--- src/rtl/gpc_pkg.sv ---
package gpc_pkg;
  typedef enum logic [1:0] {
    ST_CLEAN = 2'b00,
    ST_FIXED = 2'b01,
    ST_FATAL = 2'b10
  } gpc_status_e;
endpackage

--- src/rtl/gpc_encoder.sv ---
module gpc_encoder #(
  parameter int ROWS = 4,
  parameter int COLS = 4,
  localparam int DW = ROWS * COLS,
  localparam int CW = DW + ROWS + COLS + 1
) (
  input  logic [DW-1:0] data_i,
  output logic [CW-1:0] code_o
);
  logic [ROWS-1:0] row_par;
  logic [COLS-1:0] col_par;

  for (genvar r = 0; r < ROWS; r++) begin : g_row
    assign row_par[r] = ~(^data_i[r*COLS +: COLS]);
  end

  for (genvar c = 0; c < COLS; c++) begin : g_col
    logic [ROWS-1:0] col_bits;
    for (genvar r = 0; r < ROWS; r++) begin : g_bit
      assign col_bits[r] = data_i[r*COLS + c];
    end
    assign col_par[c] = ~(^col_bits);
  end

  assign code_o = {~(^col_par), col_par, row_par, data_i};
endmodule

--- src/rtl/gpc_syndrome.sv ---
module gpc_syndrome #(
  parameter int ROWS = 4,
  parameter int COLS = 4,
  localparam int DW = ROWS * COLS,
  localparam int CW = DW + ROWS + COLS + 1
) (
  input  logic [CW-1:0]   code_i,
  output logic [ROWS-1:0] row_fail_o,
  output logic [COLS-1:0] col_fail_o,
  output logic            corner_fail_o
);
  logic [DW-1:0]   data;
  logic [ROWS-1:0] row_par;
  logic [COLS-1:0] col_par;

  assign data    = code_i[DW-1:0];
  assign row_par = code_i[DW +: ROWS];
  assign col_par = code_i[DW+ROWS +: COLS];

  // An even count of ones in a line means that line's check failed.
  for (genvar r = 0; r < ROWS; r++) begin : g_row
    assign row_fail_o[r] = ~(^{data[r*COLS +: COLS], row_par[r]});
  end

  for (genvar c = 0; c < COLS; c++) begin : g_col
    logic [ROWS-1:0] col_bits;
    for (genvar r = 0; r < ROWS; r++) begin : g_bit
      assign col_bits[r] = data[r*COLS + c];
    end
    assign col_fail_o[c] = ~(^{col_bits, col_par[c]});
  end

  assign corner_fail_o = ~(^{col_par, code_i[CW-1]});
endmodule

--- src/rtl/gpc_corrector.sv ---
module gpc_corrector
  import gpc_pkg::*;
#(
  parameter int ROWS = 4,
  parameter int COLS = 4,
  localparam int DW = ROWS * COLS,
  localparam int CW = DW + ROWS + COLS + 1
) (
  input  logic [CW-1:0]   code_i,
  input  logic [ROWS-1:0] row_fail_i,
  input  logic [COLS-1:0] col_fail_i,
  input  logic            corner_fail_i,
  output logic [CW-1:0]   code_o,
  output gpc_status_e     status_o
);
  logic one_row, one_col, no_row, no_col;
  logic fix_data, fix_row_par, fix_col_par, fix_corner;
  logic [CW-1:0] flip;

  assign one_row = ($countones(row_fail_i) == 1);
  assign one_col = ($countones(col_fail_i) == 1);
  assign no_row  = ~|row_fail_i;
  assign no_col  = ~|col_fail_i;

  // Each single-error class has its own signature; anything else is fatal.
  assign fix_data    = one_row & one_col & ~corner_fail_i;
  assign fix_row_par = one_row & no_col  & ~corner_fail_i;
  assign fix_col_par = no_row  & one_col &  corner_fail_i;
  assign fix_corner  = no_row  & no_col  &  corner_fail_i;

  for (genvar r = 0; r < ROWS; r++) begin : g_fr
    for (genvar c = 0; c < COLS; c++) begin : g_fc
      assign flip[r*COLS + c] = fix_data & row_fail_i[r] & col_fail_i[c];
    end
    assign flip[DW + r] = fix_row_par & row_fail_i[r];
  end
  for (genvar c = 0; c < COLS; c++) begin : g_fp
    assign flip[DW + ROWS + c] = fix_col_par & col_fail_i[c];
  end
  assign flip[CW-1] = fix_corner;

  assign code_o = code_i ^ flip;

  always_comb begin
    if (no_row && no_col && !corner_fail_i)                 status_o = ST_CLEAN;
    else if (fix_data || fix_row_par || fix_col_par || fix_corner) status_o = ST_FIXED;
    else                                                     status_o = ST_FATAL;
  end

  always_comb begin
    p_single_flip_r4: assert ($onehot0(flip));
    p_fix_has_flip_r5: assert ((status_o == ST_FIXED) == (|flip));
  end
endmodule

--- src/rtl/grid_parity_corrector.sv ---
module grid_parity_corrector
  import gpc_pkg::*;
#(
  parameter int ROWS = 4,
  parameter int COLS = 4,
  localparam int DW = ROWS * COLS,
  localparam int CW = DW + ROWS + COLS + 1
) (
  input  logic          clk_i,
  input  logic          rst_ni,
  input  logic          in_valid_i,
  output logic          in_ready_o,
  input  logic          mode_i,
  input  logic [CW-1:0] word_i,
  output logic          out_valid_o,
  output logic [DW-1:0] out_data_o,
  output logic [CW-1:0] out_word_o,
  output logic [1:0]    out_status_o
);
  logic [CW-1:0]   enc_word, fix_word;
  logic [ROWS-1:0] row_fail;
  logic [COLS-1:0] col_fail;
  logic            corner_fail;
  gpc_status_e     dec_status;

  gpc_encoder #(.ROWS(ROWS), .COLS(COLS)) u_enc (
    .data_i (word_i[DW-1:0]),
    .code_o (enc_word)
  );

  gpc_syndrome #(.ROWS(ROWS), .COLS(COLS)) u_syn (
    .code_i        (word_i),
    .row_fail_o    (row_fail),
    .col_fail_o    (col_fail),
    .corner_fail_o (corner_fail)
  );

  gpc_corrector #(.ROWS(ROWS), .COLS(COLS)) u_cor (
    .code_i        (word_i),
    .row_fail_i    (row_fail),
    .col_fail_i    (col_fail),
    .corner_fail_i (corner_fail),
    .code_o        (fix_word),
    .status_o      (dec_status)
  );

  assign in_ready_o = 1'b1;

  always_ff @(posedge clk_i or negedge rst_ni) begin
    if (!rst_ni) out_valid_o <= 1'b0;
    else         out_valid_o <= in_valid_i;
  end

  logic [CW-1:0] res_word;
  logic [1:0]    res_status;

  always_ff @(posedge clk_i or negedge rst_ni) begin
    if (!rst_ni) begin
      res_word   <= '0;
      res_status <= ST_CLEAN;
    end else if (in_valid_i) begin
      res_word   <= mode_i ? fix_word : enc_word;
      res_status <= mode_i ? dec_status : ST_CLEAN;
    end
  end

  assign out_word_o   = res_word;
  assign out_data_o   = res_word[DW-1:0];
  assign out_status_o = res_status;

  p_valid_lat_r9: assert property (@(posedge clk_i) disable iff (!rst_ni)
    in_valid_i |=> out_valid_o);
  p_idle_r9: assert property (@(posedge clk_i) disable iff (!rst_ni)
    !in_valid_i |=> !out_valid_o);
  p_status_legal_r10: assert property (@(posedge clk_i) disable iff (!rst_ni)
    out_valid_o |-> (out_status_o != 2'b11));
  p_enc_clean_r10: assert property (@(posedge clk_i) disable iff (!rst_ni)
    (in_valid_i && !mode_i) |=> (out_status_o == 2'b00));
  p_enc_data_r1: assert property (@(posedge clk_i) disable iff (!rst_ni)
    (in_valid_i && !mode_i) |=> (out_data_o == $past(word_i[DW-1:0])));
endmodule

--- config.mk ---
export PLATFORM = sky130hd
export DESIGN_NAME = grid_parity_corrector
export DESIGN_NICKNAME = d
export VERILOG_FILES = /design/src/rtl/gpc_pkg.sv /design/src/rtl/gpc_encoder.sv /design/src/rtl/gpc_syndrome.sv /design/src/rtl/gpc_corrector.sv /design/src/rtl/grid_parity_corrector.sv
export SDC_FILE = /design/constraint.sdc
export NUM_CORES = 1
export LEC_CHECK = 0
export ABC_AREA = 1
export BUFFER_PORTS_ARGS = -buffer_cell sky130_fd_sc_hd__buf_2
export CORE_UTILIZATION = 40
export DETAILED_ROUTE_END_ITERATION = 8
export MAX_ROUTING_LAYER = met4
export PLACE_DENSITY = 0.74
export SLEW_MARGIN = 20
export SYNTH_ARGS = -nofsm -noshare
export SYNTH_HDL_FRONTEND = slang
export SYNTH_SLANG_ARGS = --single-unit
--- constraint.sdc ---
create_clock -name clk_i -period 2.21 [get_ports clk_i]
set_clock_uncertainty 0.15 [all_clocks]
set_input_delay 0.1105 -clock clk_i [delete_from_list [all_inputs] [get_ports clk_i]]
set_output_delay 0.1105 -clock clk_i [all_outputs]
set_load 0.02 [all_outputs]
==> results of run 1 <==
-- cells in the final DEF (no fill, tap or decap), types with 3 or more instances in the layout --
cell type | netlist | routed
nand2_1 | 134 | 124
buf_4 | 23 | 67
buf_2 | 5 | 64
nand3_1 | 47 | 37
inv_1 | 42 | 34
dfrtp_1 | 28 | 28
nand4_1 | 18 | 18
nand2_2 | 10 | 14
nor2_1 | 18 | 13
buf_6 | 1 | 12
xor2_1 | 12 | 10
inv_2 | 2 | 10
nand3_2 | 0 | 10
xnor2_2 | 0 | 8
xnor2_1 | 19 | 8
nand2_4 | 0 | 6
nor2_4 | 1 | 6
a31oi_1 | 6 | 6
o21bai_1 | 6 | 6
o21ai_0 | 11 | 6
a21oi_1 | 9 | 6
ha_4 | 0 | 5
o21ai_1 | 0 | 4
dlygate4sd3_1 | 0 | 4
xnor2_4 | 0 | 3
a21oi_2 | 0 | 3
clkbuf_8 | 0 | 3
buf_12 | 0 | 3
-- sequential cells by signal, summed over array words and instances (netlist names) --
signal        flops
out_status_o      2
out_word_o       25
out_valid_o       1
-- report_power, final --
part	leakage (nW)	switching [mW]	internal, mW
registers	0.333	0.0358	0.570
clock network	0.0216	0.193	0.124
logic	1.85	0.808	0.613
-- per-stage QoR --
step	instances	setup slack (ps)	utilization, %	setup TNS [ps]
after detailed placement	588	-1040	53.3	-23870
after CTS	606	-530	59.6	-11600
final	611	-751	63.5	-16950
after global routing	611	-876	63.5	-20520
after global placement	588	-941	53.3	-21890
after floorplan	418	-700	-	-16110
-- final timing paths --
kind	end	slack, ps
setup / recovery	out_word_o[14]	-750
hold / removal	out_word_o[24]	20
setup reg to reg	out_word_o[3]	1370
hold reg to reg	out_word_o[19]	330
max in group asynchronous	out_word_o[21]	1220
min in group asynchronous	out_word_o[1]	230
-- worst max-delay path, cell delays in order --
cell	delay [ps]
buf_4	150
buf_12	130
xnor2_2	130
inv_1	70
nand2_2	70
nand2_1	80
nand2_1	120
nand2_2	100
ha_4	250
ha_4	150
fa_1	460
nor2_1	120
nand2_1	100
nor2_2	150
nand2_2	120
buf_6	150
nor2_4	150
nand2_2	120
nand2_1	100
nand3_1	110
nand2_1	100
-- cells by family after synthesis --
kind of cell	count (synthesis)	synth area share, %
other	1	0.136
AO/OA/AOI/OAI	32	6.62
adder cells (fa/ha/maj)	10	5.07
XOR/XNOR	32	10.4
buffers and inverters	84	15.3
flip-flops	28	25.4
AND/OR/NAND/NOR	231	37.1
-- final cells by class --
type | count | area (µm²)
Clock buffer | 3 | 41.3
Fill cell | 531 | 2370
Inverter | 44 | 165
Multi-Input combinational cell | 307 | 2020
Sequential cell | 28 | 701
Tap cell | 77 | 96.3
Timing Repair Buffer | 152 | 1100
-- layer usage --
layer / vias to the layer above / GRT usage, % / share of wire [%]
li1: 1547 / - / -
met1: 1518 / 30.5 / 42
met2: 128 / 45.3 / 49
met3: 39 / 3.70 / 5.5
met4: 0 / 11.1 / 4.0
met5: - / - / 0
-- what timing repair did --
item,4_1_cts,5_1_grt
setup endpoints to repair,26,26
pin swaps,37,35
hold buffers,4,0
gates cloned,2,0
gates resized for setup,48,51
hold endpoints to repair,31,0
setup buffers,9,5
==> flow_summary.yaml, run 1 <==
outcome:
  status: "finished, violations left"
  failed_checks: "negative setup slack"
global_route:
  grt_pass1_wl_um: 14500
  track_usage_pct: 26.2
  grt_overflow_total: 0
  antenna_found_initial: 0
  grt_pass1_vias: 3076
  grt_start_max_net_pins: 33
sta:
  finalMaxSlewViolations: 0
  setup_viol: 26
  period_needed_ps: 2960
  fin_crit_sh_pct: 134
  finalWorstSetupSlack_ps: -751
  relSlewSlack_pct: 52.0
  fmax_mhz: 338
  hold_ws_ps: 21.2
  grt_setup_unrepaired: "true"
  hold_viol_final: 0
  worstMarginPinSlew_ps: 720
yosys:
  synth_edf_count: 0
  synthCells: 418
  synth.area.top_cells: "dfrtp_1, nand2_1, nand3_1"
  yosys.cell_count.top_type: "nand2_1"
  ys_types: 28
  yosys_warnings: 0
  syn_avg_cell_area_um2: 6.61
  synth_top_area_share_pct: 25.4
  ys_seq_area_share_pct: 25.4
  synthesis.nets: 457
  yosysTopAreaCell: "dfrtp_1"
  syn_area_mm2: 0.00276
  synthTopCellsByCount: "nand2_1, nand3_1, inv_1, dfrtp_1, buf_4"
  ys_ff_latch: 28
  async_flop_share_pct: 100
  ys.flop_type: "dfrtp_1"
finish:
  syn2layout_area_growth_pct: 49.4
  nNetsFinal: 575
  final_area_mm2: 0.00413
  n_antenna_cell: 0
  drive_gt1_share_pct: 41.9
clock_tree:
  numCtsBuffers: 3
  root_buffer: "clkbuf_8"
  cts.sinks: 28
  worstSkewPairLatency_ps: 290
  cts.path.max_buffers: 2
  cts_tree: "done"
  clk_pin_slew_worst_paths_ps: 110
  h-tree-depth: 1
placed_design:
  place.gp.congestion: 0.939
  dpl_cell_area_mm2: 0.00346
  numPortBuffers: 72
  hpwl_um: 6240
worst_setup_path:
  crit_required_ps: 2290
  critical_path.max_fanout: 5
  cp_data_arrival_time_ps: 3040
  reg2reg_from: "out_word_o[3]"
  crit_path_end_kind: "flop"
  start_kind: "input port"
  cp-startpoint: "word_i[9]"
  path_class: "in2reg"
  reg2regPathDepth: 2
floorplan:
  initial_utilization_pct: 42.5
  pin_count: 74
  die-area_mm2: 0.00724
  die_w_um: 85.1
  dieHeight_um: 85.1
  core_area_mm2: 0.00649
  rows: 29
route:
  wl_um: 9590
  ant_nets: 0
  num_vias: 3232
  firstDrtPassIters: 6
  wl_per_cell_um: 15.7
  drc: 0
  routed_via_density: 5.29
  drt_iter0_markers: 258
worst_hold_path:
  min_path_cells: 4
  hold_class: "in2reg"
  hold_start: "word_i[24]"
pwr:
  power.leakage_nw: 2.21
  power_density_mw_per_mm2: 568
  power_mw: 2.34
  ir_drop_mv: 0.330
run:
  maxCapViolCount: 0
Note: power is estimated with default switching activity, not from simulation.
==> run 2: changes to the inputs <==
BUFFER_PORTS_ARGS = -buffer_cell sky130_fd_sc_hd__buf_4   (was -buffer_cell sky130_fd_sc_hd__buf_2)
CORE_MARGIN = 2   (was default)
SETUP_SLACK_MARGIN = 0.3   (was default)
==> run 2 against run 1 <==
Effect of this change: the flow still finishes with violations (negative setup slack); critical path depth is the same; register-to-register slack lost 20 ps; routed wire length shrank 3.5%; sequential power grew 0.8%; utilization shrank 0.24 points.
==> flow_summary.yaml, run 2 (synthesized netlist as in run 1, its figures left out) <==
finish:
  final_util_pct: 63.3
  n_antenna_cell: 0
  final_cell_mix: "buf_4, nand2_1, nand3_1"
  largest_register_ffs: 25
  syn2layout_area_growth_pct: 54.0
  drive_gt1_share_pct: 42.5
  multi_input_area_mm2: 0.00201
  nNetsFinal: 576
  final_area_mm2: 0.00425
  final_cells: 616
  final_common_cell: "buf_4"
  fillers: 564
  ff_latch_area_um2: 701
clock_tree:
  cts.sinks: 28
  h-tree-depth: 1
  clk_pin_slew_worst_paths_ps: 110
  cts.path.max_buffers: 2
  root_buffer: "clkbuf_8"
  numCtsBuffers: 3
  worstSkewPairLatency_ps: 290
  cts_tree: "done"
pwr:
  switching_share_pct: 40.8
  internal_power_mw: 1.45
  power_switching_mw: 0.998
  power.share.clock_pct: 17.8
  ir_drop_mv: 0.398
  power.leakage_nw: 2.25
  combPwrFrac_pct: 57.2
  power_density_mw_per_mm2: 575
  power.share.sequential_pct: 25.0
worst_setup_path:
  cp_data_arrival_time_ps: 2930
  start_kind: "input port"
  crit_path_end_kind: "flop"
  worst_path_most_repeated_cell: "buf_4"
  path_class: "in2reg"
  crit_required_ps: 2290
  slowest_delay_ps: 440
  critical_path.max_fanout: 7
  cp_slowest_cell: "fa_1"
  crit_chain: "buf_4, buf_4, xnor2_1, nand3_2, nand2_4, buf_4, nand2_2, nand2_2, inv_2, ha_4, fa_1, nor2_1, nand2_1, nor2_1, nand2_2, nor2_8, buf_4, nand2_4, nand2_1, nand3_1, nand2_1"
  worst-r2r-setup-slack_ps: 1350
global_route:
  antenna_found_initial: 0
  grt_start_max_net_pins: 34
  grt_pass1_wl_um: 13600
  grt_overflow_total: 0
  track_usage_pct: 23.2
  grt_pass1_vias: 2994
route:
  drt_iter0_markers: 222
  wl_um: 9260
  wl_per_cell_um: 15.0
  ant_nets: 0
  firstDrtPassIters: 7
  routed_via_density: 5.27
  num_vias: 3246
  drc: 0
floorplan:
  dieHeight_um: 87.1
  die_w_um: 87.1
  pin_count: 74
  rows: 30
  core_area_mm2: 0.00672
  die-area_mm2: 0.00758
  initial_utilization_pct: 41.1
sta:
  fin_crit_sh_pct: 129
  setup_viol: 26
  finalMaxSlewViolations: 0
  relSlewSlack_pct: 55.3
  fmax_mhz: 351
  finalSetupTns_ps: -12530
  worstMarginPinSlew_ps: 670
  grt_setup_unrepaired: "true"
  hold_viol_final: 0
  finalWorstSetupSlack_ps: -638
  period_needed_ps: 2850
placed_design:
  pre_cts_slack_ps: -905
  dpl_cell_area_mm2: 0.00364
  dp_cells: 595
  hpwl_um: 6370
  numPortBuffers: 72
  place.gp.congestion: 0.908
run:
  maxCapViolCount: 0
outcome:
  status: "finished, violations left"
  failed_checks: "negative setup slack"
worst_hold_path:
  hold_class: "in2reg"
[run 2: worst paths after layout]
kind,cells past startpoint,end,start
setup / recovery,21,out_word_o[14],word_i[0]
hold / removal,4,out_word_o[17],word_i[17]
setup reg to reg,2,out_word_o[14],out_word_o[14]
hold reg to reg,2,out_status_o[0],out_status_o[0]
max in group asynchronous,2,out_word_o[17],rst_ni
min in group asynchronous,2,out_word_o[10],rst_ni
[run 2: critical path: cells and delay by family]
| family | cells | cell delay [ps] |
|---|---|---|
| XOR/XNOR | 1 | 190 |
| adder cells (fa/ha/maj) | 2 | 590 |
| buffers and inverters | 5 | 610 |
| AND/OR/NAND/NOR | 13 | 1420 |
[run 2: power groups by stage]
stage / Combinational, mW / Clock, mW / Sequential, mW
after floorplan: 0.600 / 0 / 0.690
after global placement: 1.09 / 0 / 0.618
after detailed placement: 1.12 / 0 / 0.621
after CTS: 1.22 / 0.438 / 0.612
after global routing: 1.50 / 0.457 / 0.619
final: 1.40 / 0.435 / 0.611
[run 2: layer usage]
layer | GRT usage, % | part of all wire [%] | up-vias
met5 | - | 0 | -
met3 | 2.75 | 6.4 | 45
met1 | 29.1 | 40 | 1515
met4 | 8.24 | 4.3 | 0
li1 | - | - | 1541
met2 | 38.4 | 50 | 145
[run 2: stage by stage]
stage	hold slack (ps)	total power [mW]
3_5_place_dp	-86.3	1.75
6_report	1.15	2.45
5_1_grt	33.2	2.58
2_1_floorplan	-335	1.29
3_3_place_gp	-99.5	1.71
4_1_cts	10.3	2.27
[run 2: what timing repair did]
action                                  in CTS  in global routing
gates cloned                                 2                  0
pin swaps                                   22                 44
setup buffers                                4                  8
endpoints found under the setup margin      26                 27
gates resized for setup                     27                 59
endpoints found under the hold margin       30                  0
hold buffers                                 3                  0
[run 2: final cells by class]
class                   count  share of cell area (%)
multi-input cells         307                    47.2
repair buffers            153                    28.3
flip-flops and latches     28                    16.5
inverters                  44                    4.00
well taps                  80                    2.35
clock buffers               3                   0.971
clock inverters             1                   0.706
